==> src/rtl/rvs_pkg.sv <==
package rvs_pkg;

  typedef enum logic [2:0] {
    ST_HOLD,
    ST_STK0,
    ST_STK1,
    ST_STK2,
    ST_VECL,
    ST_VECH,
    ST_PCOUT,
    ST_FIN
  } seqState_t;

  typedef enum logic [1:0] {
    SEL_IDLE,
    SEL_STACK,
    SEL_VECTOR,
    SEL_START
  } addrSel_t;

  typedef struct packed {
    logic     countEn;
    logic     phiRun;
    addrSel_t addrSel;
    logic [1:0] stkOff;
    logic     vecHi;
    logic     rdStb;
    logic     latchLo;
    logic     latchHi;
  } seqCmd_t;

endpackage

==> src/rtl/rvs_sync.sv <==
module rvs_sync #(
  parameter int STAGES = 2
) (
  input  logic clk,
  input  logic asyncN,
  output logic syncN
);

  generate
    if (STAGES >= 2) begin : gChain
      logic [STAGES-1:0] chain;
      always_ff @(posedge clk or negedge asyncN) begin
        if (!asyncN) chain <= '0;
        else         chain <= {chain[STAGES-2:0], 1'b1};
      end
      assign syncN = chain[STAGES-1];
    end else begin : gSingle
      logic stage;
      always_ff @(posedge clk or negedge asyncN) begin
        if (!asyncN) stage <= 1'b0;
        else         stage <= 1'b1;
      end
      assign syncN = stage;
    end
  endgenerate

endmodule

==> src/rtl/rvs_datapath.sv <==
module rvs_datapath
  import rvs_pkg::*;
#(
  parameter int DATA_W     = 8,
  parameter int PRESC_DIV  = 16,
  parameter int T_LO_INIT  = 255,
  parameter int T_HI_INIT  = 7,
  parameter int STACK_PAGE = 1,
  parameter int VEC_ADDR   = 16'hFFFE
) (
  input  logic                  clk,
  input  logic                  rstN,
  input  seqCmd_t               cmd,
  input  logic [DATA_W-1:0]     spInit,
  input  logic [DATA_W-1:0]     rdData,
  output logic                  expire,
  output logic                  phase,
  output logic [2*DATA_W-1:0]   addr,
  output logic [2*DATA_W-1:0]   startPc
);

  localparam int AW = 2 * DATA_W;
  localparam int PW = (PRESC_DIV > 1) ? $clog2(PRESC_DIV) : 1;
  localparam int NT = 2;
  localparam logic [PW-1:0] PRESC_LAST = PW'(PRESC_DIV - 1);

  logic [PW-1:0]     presc;
  logic              tick;
  logic [NT:0]       carry;
  logic [DATA_W-1:0] vecLoQ, vecHiQ;

  // Prescaler: one tick every PRESC_DIV crystal cycles while counting
  always_ff @(posedge clk or negedge rstN) begin
    if (!rstN)            presc <= '0;
    else if (cmd.countEn) presc <= (presc == PRESC_LAST) ? '0 : presc + 1'b1;
  end
  assign tick     = cmd.countEn && (presc == PRESC_LAST);
  assign carry[0] = tick;

  // Chained down-counters, each reloading its preset on wrap
  generate
    for (genvar g = 0; g < NT; g++) begin : gTimer
      localparam logic [DATA_W-1:0] INIT =
        (g == 0) ? DATA_W'(T_LO_INIT) : DATA_W'(T_HI_INIT);
      logic [DATA_W-1:0] cnt;
      always_ff @(posedge clk or negedge rstN) begin
        if (!rstN)         cnt <= INIT;
        else if (carry[g]) cnt <= (cnt == '0) ? INIT : cnt - 1'b1;
      end
      assign carry[g+1] = carry[g] && (cnt == '0);
    end
  endgenerate

  assign expire = carry[NT];

  // Processor clock phase: half the crystal rate once running
  always_ff @(posedge clk or negedge rstN) begin
    if (!rstN) phase <= 1'b0;
    else       phase <= cmd.phiRun ? ~phase : 1'b0;
  end

  // Vector byte capture at the end of each strobed cycle
  always_ff @(posedge clk or negedge rstN) begin
    if (!rstN) begin
      vecLoQ <= '0;
      vecHiQ <= '0;
    end else begin
      if (cmd.latchLo) vecLoQ <= rdData;
      if (cmd.latchHi) vecHiQ <= rdData;
    end
  end

  assign startPc = {vecHiQ, vecLoQ};

  // Address selection
  always_comb begin
    case (cmd.addrSel)
      SEL_STACK:  addr = {DATA_W'(STACK_PAGE), spInit - DATA_W'(cmd.stkOff)};
      SEL_VECTOR: addr = AW'(VEC_ADDR) + AW'(cmd.vecHi);
      SEL_START:  addr = startPc;
      default:    addr = '0;
    endcase
  end

endmodule

==> src/rtl/rvs_ctrl.sv <==
module rvs_ctrl
  import rvs_pkg::*;
(
  input  logic    clk,
  input  logic    rstN,
  input  logic    expire,
  input  logic    phase,
  output seqCmd_t cmd,
  output logic    intRst,
  output logic    done
);

  seqState_t state, stateNext;

  always_ff @(posedge clk or negedge rstN) begin
    if (!rstN) state <= ST_HOLD;
    else       state <= stateNext;
  end

  // Sequence steps on the last crystal cycle of each processor cycle
  always_comb begin
    stateNext = state;
    case (state)
      ST_HOLD:  if (expire) stateNext = ST_STK0;
      ST_STK0:  if (phase)  stateNext = ST_STK1;
      ST_STK1:  if (phase)  stateNext = ST_STK2;
      ST_STK2:  if (phase)  stateNext = ST_VECL;
      ST_VECL:  if (phase)  stateNext = ST_VECH;
      ST_VECH:  if (phase)  stateNext = ST_PCOUT;
      ST_PCOUT: if (phase)  stateNext = ST_FIN;
      default:              stateNext = ST_FIN;
    endcase
  end

  always_comb begin
    cmd         = '0;
    cmd.addrSel = SEL_IDLE;
    cmd.countEn = (state == ST_HOLD);
    cmd.phiRun  = (state != ST_HOLD);
    case (state)
      ST_STK0: begin cmd.addrSel = SEL_STACK; cmd.stkOff = 2'd0; end
      ST_STK1: begin cmd.addrSel = SEL_STACK; cmd.stkOff = 2'd1; end
      ST_STK2: begin cmd.addrSel = SEL_STACK; cmd.stkOff = 2'd2; end
      ST_VECL: begin
        cmd.addrSel = SEL_VECTOR;
        cmd.rdStb   = 1'b1;
        cmd.latchLo = phase;
      end
      ST_VECH: begin
        cmd.addrSel = SEL_VECTOR;
        cmd.vecHi   = 1'b1;
        cmd.rdStb   = 1'b1;
        cmd.latchHi = phase;
      end
      ST_PCOUT, ST_FIN: cmd.addrSel = SEL_START;
      default: ;
    endcase
  end

  assign intRst = (state == ST_HOLD);
  assign done   = (state == ST_PCOUT);

endmodule

==> src/rtl/reset_vector_seq.sv <==
module reset_vector_seq
  import rvs_pkg::*;
#(
  parameter int DATA_W      = 8,
  parameter int SYNC_STAGES = 2,
  parameter int PRESC_DIV   = 16,
  parameter int T_LO_INIT   = 255,
  parameter int T_HI_INIT   = 7,
  parameter int STACK_PAGE  = 1,
  parameter int VEC_ADDR    = 16'hFFFE
) (
  input  logic                clk,
  input  logic                rstExtN,
  input  logic [DATA_W-1:0]   spInit,
  input  logic [DATA_W-1:0]   rdData,
  output logic                intRst,
  output logic                phiEn,
  output logic [2*DATA_W-1:0] addr,
  output logic                rdStb,
  output logic [2*DATA_W-1:0] startPc,
  output logic                done
);

  logic    rstSyncN;
  logic    expire;
  logic    phase;
  seqCmd_t cmd;

  rvs_sync #(.STAGES(SYNC_STAGES)) u_sync (
    .clk    (clk),
    .asyncN (rstExtN),
    .syncN  (rstSyncN)
  );

  rvs_ctrl u_ctrl (
    .clk    (clk),
    .rstN   (rstSyncN),
    .expire (expire),
    .phase  (phase),
    .cmd    (cmd),
    .intRst (intRst),
    .done   (done)
  );

  rvs_datapath #(
    .DATA_W     (DATA_W),
    .PRESC_DIV  (PRESC_DIV),
    .T_LO_INIT  (T_LO_INIT),
    .T_HI_INIT  (T_HI_INIT),
    .STACK_PAGE (STACK_PAGE),
    .VEC_ADDR   (VEC_ADDR)
  ) u_dp (
    .clk     (clk),
    .rstN    (rstSyncN),
    .cmd     (cmd),
    .spInit  (spInit),
    .rdData  (rdData),
    .expire  (expire),
    .phase   (phase),
    .addr    (addr),
    .startPc (startPc)
  );

  assign phiEn = phase;
  assign rdStb = cmd.rdStb;

endmodule

==> config.mk <==
export PLATFORM = sky130hd
export DESIGN_NAME = reset_vector_seq
export DESIGN_NICKNAME = d
export VERILOG_FILES = /design/src/rtl/rvs_pkg.sv /design/src/rtl/rvs_sync.sv /design/src/rtl/rvs_datapath.sv /design/src/rtl/rvs_ctrl.sv /design/src/rtl/reset_vector_seq.sv
export SDC_FILE = /design/constraint.sdc
export NUM_CORES = 1
export LEC_CHECK = 0
export CORE_MARGIN = 2
export CORE_UTILIZATION = 27
export DETAILED_ROUTE_END_ITERATION = 7
export GPL_ROUTABILITY_DRIVEN = 1
export PLACE_DENSITY_LB_ADDON = 0.08
export SLEW_MARGIN = 0
export SYNTH_ARGS = -nofsm -noshare
export SYNTH_HDL_FRONTEND = slang
export SYNTH_SLANG_ARGS = --single-unit
==> constraint.sdc <==
create_clock -name clk -period 6.55 [get_ports clk]
set_input_delay 0.655 -clock clk [delete_from_list [all_inputs] [get_ports clk]]
set_output_delay 0.655 -clock clk [all_outputs]
set_load 0.005 [all_outputs]
**Word-level counts from Yosys, hierarchy flattened**

Index checks and enable logic that the tools add are counted.

- Add/sub/neg operators: 5
- Equality and inequality tests: 18
- Multiplexer cells: 19
- Bitwise gates (word level): 1
- Reduce and logical (&&, ||, !) cells: 11

Operator list:

| operator | count |
|---|---|
| one-hot mux 16 bit (3 select lines) | 1 |
| two-way mux 3 bit | 7 |
| one-hot mux 3 bit (7 select lines) | 1 |
| zero test 8 bit | 2 |
| two-way mux 8 bit | 2 |
| subtractor 8 x 1 -> 8 bit, second input constant | 2 |
| inequality test 2 x 1 -> 1 bit, second input constant | 7 |
| == test 3 bit, second input constant | 4 |
| subtractor 8 x 2 -> 8 bit | 1 |
| AND reduction 7 bit | 1 |
| == test 3 x 2 -> 1 bit, second input constant | 2 |
| one-hot mux 2 bit (3 select lines) | 1 |
| two-way mux 1 bit | 5 |
| adder 4 x 1 -> 4 bit, second input constant | 1 |
| == test 2 bit, second input constant | 2 |
| == test 4 bit, second input constant | 1 |
| two-way mux 4 bit | 1 |
| one-hot mux 2 bit (2 select lines) | 1 |
| OR reduction 2 bit | 2 |
| adder 2 x 2 -> 3 bit, first input constant | 1 |
| == test 3 x 1 -> 1 bit, second input constant | 1 |
| logical AND 1 bit | 3 |
| zero test 3 bit | 1 |
| nonzero test 3 bit | 1 |
| 3 further kinds | 3 |

- Bits in registers: 42
- Input bits: 18
- Logic and storage cells: 62

**Depth between registers and ports, before layout**

Gate-level depths: netlist of the first run.

- Depth in word-level cells: 6
- Mapped depth: 10
- Gate-level depth less buffers: 8

**Cells and area by module**

A second synthesis of the first run with hierarchy kept.

- Cell total of the unflattened synthesis: 247
- Area total of the unflattened synthesis: 2,333.5 um2

By module, submodules not included:

| module | instances | cells an instance | area an instance (um2) | seq. area each (um2) |
|---|---|---|---|---|
| rvs_datapath | 1 | 214 | 2,050.7 | 939.7 |
| rvs_ctrl | 1 | 30 | 229.0 | 75.1 |
| rvs_sync | 1 | 3 | 53.8 | 50.0 |

**Least setup slack after synthesis of the first run**

OpenSTA, ideal clock, no wires.

- Kind: register to output
- Start point: register u_ctrl.state[1]
- End point: output addr[6]
- Data arrival time: 2,182 ps
- Data required time: 5,895 ps
- Path slack: 3,713 ps
- Cell stages (with the launch flop): 11
- Path buffers: 2
- Cells stage by stage: dfrtp_1 -> buf_6 -> inv_1 -> clkbuf_1 -> nor3_1 -> ha_1 -> inv_1 -> fa_1 -> nor4b_1 -> xnor2_1 -> o31ai_1

- Longest elaborated chain between the ends: 5

Ends and longest elaborated chain:

| what | RTL line | RTL |
|---|---|---|
| start: declaration | rvs_ctrl.sv:13 | `seqState_t state, stateNext;` |
| start signal: assignment | rvs_ctrl.sv:17 | `else state <= stateNext;` |
| parallel branches: the longest is 4 deep, another holds subtractor 8 x 2 -> 8 bit | n/a |  |
| one-hot mux 16 bit (3 select lines) (*) | rvs_datapath.sv:77 | `case (cmd.addrSel)` |
| end: declaration | reset_vector_seq.sv:18 | `output logic [2*DATA_W-1:0] addr,` |

Every way passes the cells marked *.

**Final worst setup path of the first run**

Same ends and word-level chain as after synthesis.

==> results.json, run 1 <==
{
  "clock_insertion_delay_worst_skew_ps": 290,
  "required_ps": 5890,
  "criticalPathCategory": "register to primary output",
  "slew_headroom_pct": 47.59,
  "synth_edf_count": 0,
  "clock-root-buffer": "clkbuf_8",
  "wl_per_cell_um": 15.35,
  "ys_warn_count": 0,
  "synth_flop_cell": "dfrtp_1",
  "power.total_uw": 583.1,
  "hold_path.class": "register to async pin",
  "path_cells": "inv_1 > nor3_1 > ha_1 > inv_1 > fa_1 > nor4b_1 > xnor2_1 > o31ai_1 > clkdlybuf4s50_1",
  "grt_max_degree": 41,
  "fmax_mhz": 251.7,
  "syn_area_um2": 2298,
  "io_pins": 54,
  "power_density_nw_per_um2": 189.9,
  "layout_common_cells": "53 x clkdlybuf4s50_1, 31 x dfrtp_1, 23 x nor2_1",
  "die_area_um2": 9267,
  "drc": 0,
  "wl_um": 5832,
  "synthMuxAreaShare_pct": 10.72,
  "layout.cells.most_common": "clkdlybuf4s50_1",
  "antenna_cells": 0,
  "post-route-period-util_pct": 60.65,
  "cts_resized": 0,
  "worst_hold_slack_ps": 309.5,
  "synth_top_area_share_pct": 33.75,
  "syn-num-nets": 248,
  "async_flop_share_pct": 100.0,
  "setup_violations": 0,
  "yosys.area_share.adder_pct": 4.682,
  "postSynthCellCount": 222,
  "core-area_um2": 8217,
  "timing.final.crit_period_ps": 3972,
  "initial_utilization_pct": 27.97,
  "slowest_stage": "clkdlybuf4s50_1",
  "final_layout_size_suffix_gt1_share_pct": 17.45,
  "finalHoldViolCount": 0,
  "finalMaxSlewViolations": 0,
  "cts_tree": "built",
  "area_growth_pct": 33.59,
  "synthDistinctLibCells": 47,
  "antenna_found_initial": 0,
  "dp_hpwl_um": 4178,
  "slowest_delay_ps": 550,
  "drtIter0Drc": 39,
  "fin_skew_ps": 4.569,
  "ir_worst_vdd_v": 0.00009582,
  "worst_ep_arrival_time_ps": 3320,
  "gp_congestion": 0.7224,
  "tns_ps": 0,
  "synth.area.top_cells": "dfrtp_1 34%, dfstp_2 13%, mux2_2 10%, ha_1 3.8%, nor2_1 3.8%",
  "setup.worst_path.start_class": "register",
  "grt_pass1_wl_um": 9715,
  "grt-ovfl-total": 0,
  "die_y_um": 96.27,
  "firstDrtPassIters": 4,
  "clock_sinks": 42,
  "numPortBuffers": 53,
  "yosysSeqAreaShare_pct": 46.33,
  "postCtsSetupBuffers": 0,
  "cts_buffers": 5,
  "cp-end-kind": "primary output",
  "viasPerCell": 4.887,
  "vias": 1857,
  "die_x_um": 96.27,
  "grt_pass1_vias": 1935,
  "grt_usage_pct": 13.72,
  "fill_cells": 835,
  "ctsLongestPathBuffers": 2,
  "path_max_fanout": 15,
  "rsz0062_at_grt": "no",
  "synth_compound_area_share_pct": 16.39,
  "fin_nets": 300,
  "synth_top_family_by_area": "compound AO/OA/AOI/OAI gates",
  "cts.clk_slew.worst_paths_ps": 90,
  "cap_violations": 0,
  "outcome": "complete, no violations",
  "syn_avg_cell_area_um2": 10.35,
  "cts_htree_levels": 2,
  "tightestPinTransition_ps": 786.2,
  "synth_simple_gate_area_share_pct": 14.86,
  "crit_buf_inv": 3,
  "synth_seq_cells": 42,
  "power.leakage_nw": 1.242,
  "cp_common_cell": "inv_1",
  "hold_buffers": 0,
  "row_count": 33,
  "synth_xor_area_share_pct": 2.667,
  "ant_nets": 0,
  "yosysTopAreaCell": "dfrtp_1",
  "crit_family": "buffers and inverters"
}
[report_power, final]
group	switching, mW	internal [mW]
combinational	0.0198	0.0344
clock	0.0966	0.163
sequential	0.00439	0.265
total	0.121	0.462
[flip-flops by register name (all words and copies together), names as in the netlist]
register and count:
u_sync.gChain.chain 2, u_dp.vecHiQ 8, u_ctrl.state 3, u_dp.vecLoQ 8, u_dp.presc 4, u_dp.phase 1
u_dp.gTimer.cnt 16
[routing by layer]
| layer | vias to the layer above | GRT usage [%] | share of wire, % |
|---|---|---|---|
| met2 | 48 | 22.22 | 47 |
| met5 | - | 0 | 0 |
| met1 | 896 | 16.66 | 44 |
| met3 | 6 | 5.951 | 8.1 |
| met4 | 0 | 3.571 | 1.0 |
| li1 | 907 | - | - |
[metrics by stage]
| stage | setup WS (ps) | util (%) | std cells | cell area, µm² |
|---|---|---|---|---|
| detailed placement | 2922 | 35.63 | 372 | 2928 |
| global route | 2219 | 37.37 | 380 | 3070 |
| finish | 2578 | 37.37 | 380 | 3070 |
| floorplan | 3713 | - | 222 | 2298 |
| CTS | 2546 | 37.37 | 380 | 3070 |
| global placement | 2898 | 35.63 | 372 | 2928 |
[worst register-to-register path, delay by kind of cell (launching register included)]
| kind | cells | cell delay, ps |
|---|---|---|
| multiplexers | 1 | 150 |
| flip-flops | 1 | 680 |
| AND/OR/NAND/NOR | 3 | 1730 |
[cells in the mapped netlist, drive strengths merged, types with 2 or more instances]
| cell type | count |
|---|---|
| nand4 | 5 |
| or3 | 3 |
| dfstp | 11 |
| inv | 9 |
| mux2 | 21 |
| nor4 | 3 |
| a211oi | 3 |
| clkbuf | 7 |
| o31ai | 8 |
| buf | 5 |
| a21oi | 6 |
| nor3 | 9 |
| a31oi | 3 |
| o211ai | 3 |
| o21ai | 13 |
| nand2b | 2 |
| nand2 | 7 |
| xnor2 | 4 |
| nor2 | 23 |
| o21a | 8 |
| o41ai | 3 |
| ha | 7 |
| dfrtp | 31 |
| nand3 | 5 |
| xor2 | 3 |
[final cells by class]
type | instances | area [µm²] | area share, %
repair buffers | 57 | 560.5 | 18.26
inverters | 9 | 33.78 | 1.100
multi-input cells | 159 | 1137 | 37.04
flip-flops and latches | 42 | 1065 | 34.68
clock inverters | 2 | 60.06 | 1.956
clock buffers | 6 | 82.58 | 2.689
well taps | 105 | 131.4 | 4.279
[cells by family (layout without fill, tap and decap cells)]
group	count (synthesis)	count (layout)
compound gates	55	55
xor+xnor	7	7
fa+ha+maj	8	8
buf+inv	21	74
flops	42	42
mux	22	22
other cells	1	1
simple gates	66	66
[final timing paths]
| path | slack [ps] | depth (start not counted) | endpoint | from |
|---|---|---|---|---|
| max in group asynchronous | 5860 | 1 | u_dp.gTimer[0].cnt[4] | u_sync.gChain.chain[1] |
| hold / removal | 310 | 1 | u_dp.phase | u_sync.gChain.chain[1] |
| setup reg to reg | 3920 | 4 | u_dp.gTimer[0].cnt[5] | u_ctrl.state[2] |
| min in group clk | 360 | 0 | u_sync.gChain.chain[1] | u_sync.gChain.chain[0] |
| hold reg to reg | 310 | 1 | u_dp.phase | u_sync.gChain.chain[1] |
| setup / recovery | 2580 | 9 | addr[6] | u_ctrl.state[1] |
No activity file was read; power rests on OpenSTA's default activity.
==> inputs of run 2 (changes only) <==
==> constraint.sdc (replaced) <==
create_clock -name clk -period 3.3 [get_ports clk]
set_input_delay 0.33 -clock clk [delete_from_list [all_inputs] [get_ports clk]]
set_output_delay 0.33 -clock clk [all_outputs]
set_load 0.005 [all_outputs]
==> run 2 against run 1 <==
Compared with the run above: total power up 83%; routed wire length up 3.2%; sequential cell count unchanged; global-route usage up 0.67 points; combinational power up 99%; clock power up 64%; critical path type unchanged; largest cell class unchanged; non-clock buffer count up 5; cell area up 0.65%; core utilization up 0.24 points; worst setup slack worse by 2400 ps.
==> results.json, run 2 (synthesis gave the netlist of run 1 again) <==
{
  "firstDrtPassIters": 4,
  "path_cells": "nor3_2 > ha_1 > inv_1 > fa_1 > nor4b_2 > xnor2_1 > o31ai_1 > clkdlybuf4s50_1",
  "criticalPathCategory": "register to primary output",
  "startpoint": "u_ctrl.state[2]",
  "clock_sinks": 42,
  "rrSetupSlack_ps": 780,
  "required_ps": 2970,
  "fin_nets": 305,
  "initial_utilization_pct": 27.97,
  "ant_nets": 0,
  "drtIter0Drc": 48,
  "cts_tree": "built",
  "power.share.clock_pct": 39.7,
  "grt-ovfl-total": 0,
  "r2r-end": "u_dp.gTimer[1].cnt[4]",
  "cts.clk_slew.worst_paths_ps": 100,
  "cp-end-kind": "primary output",
  "switching_power_uw": 247.1,
  "placed_area_um2": 2965,
  "ff2ff_path_depth": 6,
  "core-area_um2": 8217,
  "hold_path.class": "primary input to async pin",
  "grt_max_degree": 41,
  "die_y_um": 96.27,
  "fmax_mhz": 324.5,
  "layout.cells.most_common": "clkdlybuf4s50_1",
  "final_area_um2": 3090,
  "top_register": "u_dp.gTimer.cnt",
  "rsz0062_at_grt": "no",
  "clock-root-buffer": "clkbuf_8",
  "ir_worst_vdd_v": 0.0001351,
  "rr_startpoint": "u_ctrl.state[2]",
  "worst_hold_slack_ps": 193.7,
  "grt_usage_pct": 14.39,
  "slowest_stage": "clkdlybuf4s50_1",
  "power.leakage_nw": 1.244,
  "p_comb_share_pct": 10.1,
  "grt_pass1_vias": 2009,
  "crit_end": "addr[6]",
  "worst_ep_arrival_time_ps": 2750,
  "power_density_nw_per_um2": 345.3,
  "wl_per_cell_um": 15.63,
  "cts_htree_levels": 2,
  "setup_violations": 0,
  "area_growth_pct": 34.46,
  "fin_skew_ps": 11.03,
  "intPower_uw": 820.1,
  "wl_um": 6019,
  "numPortBuffers": 53,
  "reg.largest.list": "u_dp.gTimer.cnt: 16 flops, u_dp.vecHiQ: 8 flops, u_dp.vecLoQ: 8 flops",
  "worst_slack_ps": 218.7,
  "slowest_delay_ps": 550,
  "antenna_found_initial": 0,
  "ctsLongestPathBuffers": 2,
  "switching_share_pct": 23.15,
  "finalHoldViolCount": 0,
  "path_max_fanout": 4,
  "cts_buffers": 5,
  "viasPerCell": 4.862,
  "io_pins": 54,
  "drc": 0,
  "pre_cts_ws_ps": 328.1,
  "row_count": 33,
  "timing.final.crit_period_ps": 3081,
  "setup.worst_path.start_class": "register",
  "antenna_cells": 0,
  "die_x_um": 96.27,
  "outcome": "complete, no violations",
  "finalMaxSlewViolations": 0,
  "post-route-period-util_pct": 93.37,
  "die_area_um2": 9267,
  "largest_register_ffs": 16,
  "tightestPinTransition_ps": 588.6,
  "clock_insertion_delay_worst_skew_ps": 300,
  "seqPwrFrac_pct": 50.1,
  "gp_congestion": 0.7792,
  "tns_ps": 0,
  "vias": 1872,
  "grt_pass1_wl_um": 10280,
  "dp_hpwl_um": 4227,
  "layout_common_cells": "53 x clkdlybuf4s50_1, 31 x dfrtp_1, 23 x nor2_1",
  "final_layout_size_suffix_gt1_share_pct": 19.64,
  "cap_violations": 0,
  "slew_headroom_pct": 60.46
}
[run 2: cell type report]
class | instances | area (µm²)
fillers | 843 | 5126
multi-input cells | 159 | 1149
flip-flops and latches | 42 | 1065
repair buffers | 62 | 598.1
well taps | 105 | 131.4
clock buffers | 5 | 68.82
clock inverters | 3 | 45.04
inverters | 9 | 33.78
[run 2: critical path: cells and delay by family (launching register included)]
kind,cells,cell delay (ps)
AO/OA/AOI/OAI,1,190
XOR/XNOR,1,90
adder cells (fa/ha/maj),2,620
buffers and inverters,2,600
flip-flops,1,430
AND/OR/NAND/NOR,2,520
[run 2: through the flow]
stage / total power, mW / utilization (%) / std cells
6_report: 1.067 / 37.61 / 385
5_1_grt: 1.114 / 37.61 / 385
4_1_cts: 1.085 / 37.48 / 385
3_5_place_dp: 0.6539 / 36.09 / 377
3_3_place_gp: 0.6547 / 36.09 / 377
2_1_floorplan: 0.5770 / - / 222
[run 2: worst min path at each step]
stage	startpoint	to	slack [ps]	cells after the start
global placement	u_sync.gChain.chain[0]	u_sync.gChain.chain[1]	330	0
floorplan	rstExtN	u_sync.gChain.chain[0]	30	0
finish	rstExtN	u_sync.gChain.chain[1]	190	1
CTS	rstExtN	u_sync.gChain.chain[1]	180	1
global route	rstExtN	u_sync.gChain.chain[0]	170	1
detailed placement	u_sync.gChain.chain[1]	u_dp.presc[0]	340	1
[run 2: power groups by stage]
stage	Sequential, mW	Combinational (mW)	Clock, mW
2_1_floorplan	0.550	0.0269	0
3_3_place_gp	0.544	0.110	0
3_5_place_dp	0.544	0.110	0
4_1_cts	0.535	0.111	0.439
5_1_grt	0.537	0.120	0.457
6_report	0.535	0.108	0.424
[run 2: routing by layer]
metal	GRT usage, %	vias to the layer above	wire, µm
met5	0	-	0
met4	3.571	0	30
met3	5.090	2	408
met2	22.34	49	2731
met1	19.07	896	2848
li1	-	925	-
[run 2: what timing repair did]
item,in CTS,in global routing
hold buffers,0,0
buffers inserted,0,0
setup endpoints to repair,0,2
resized for setup,0,2
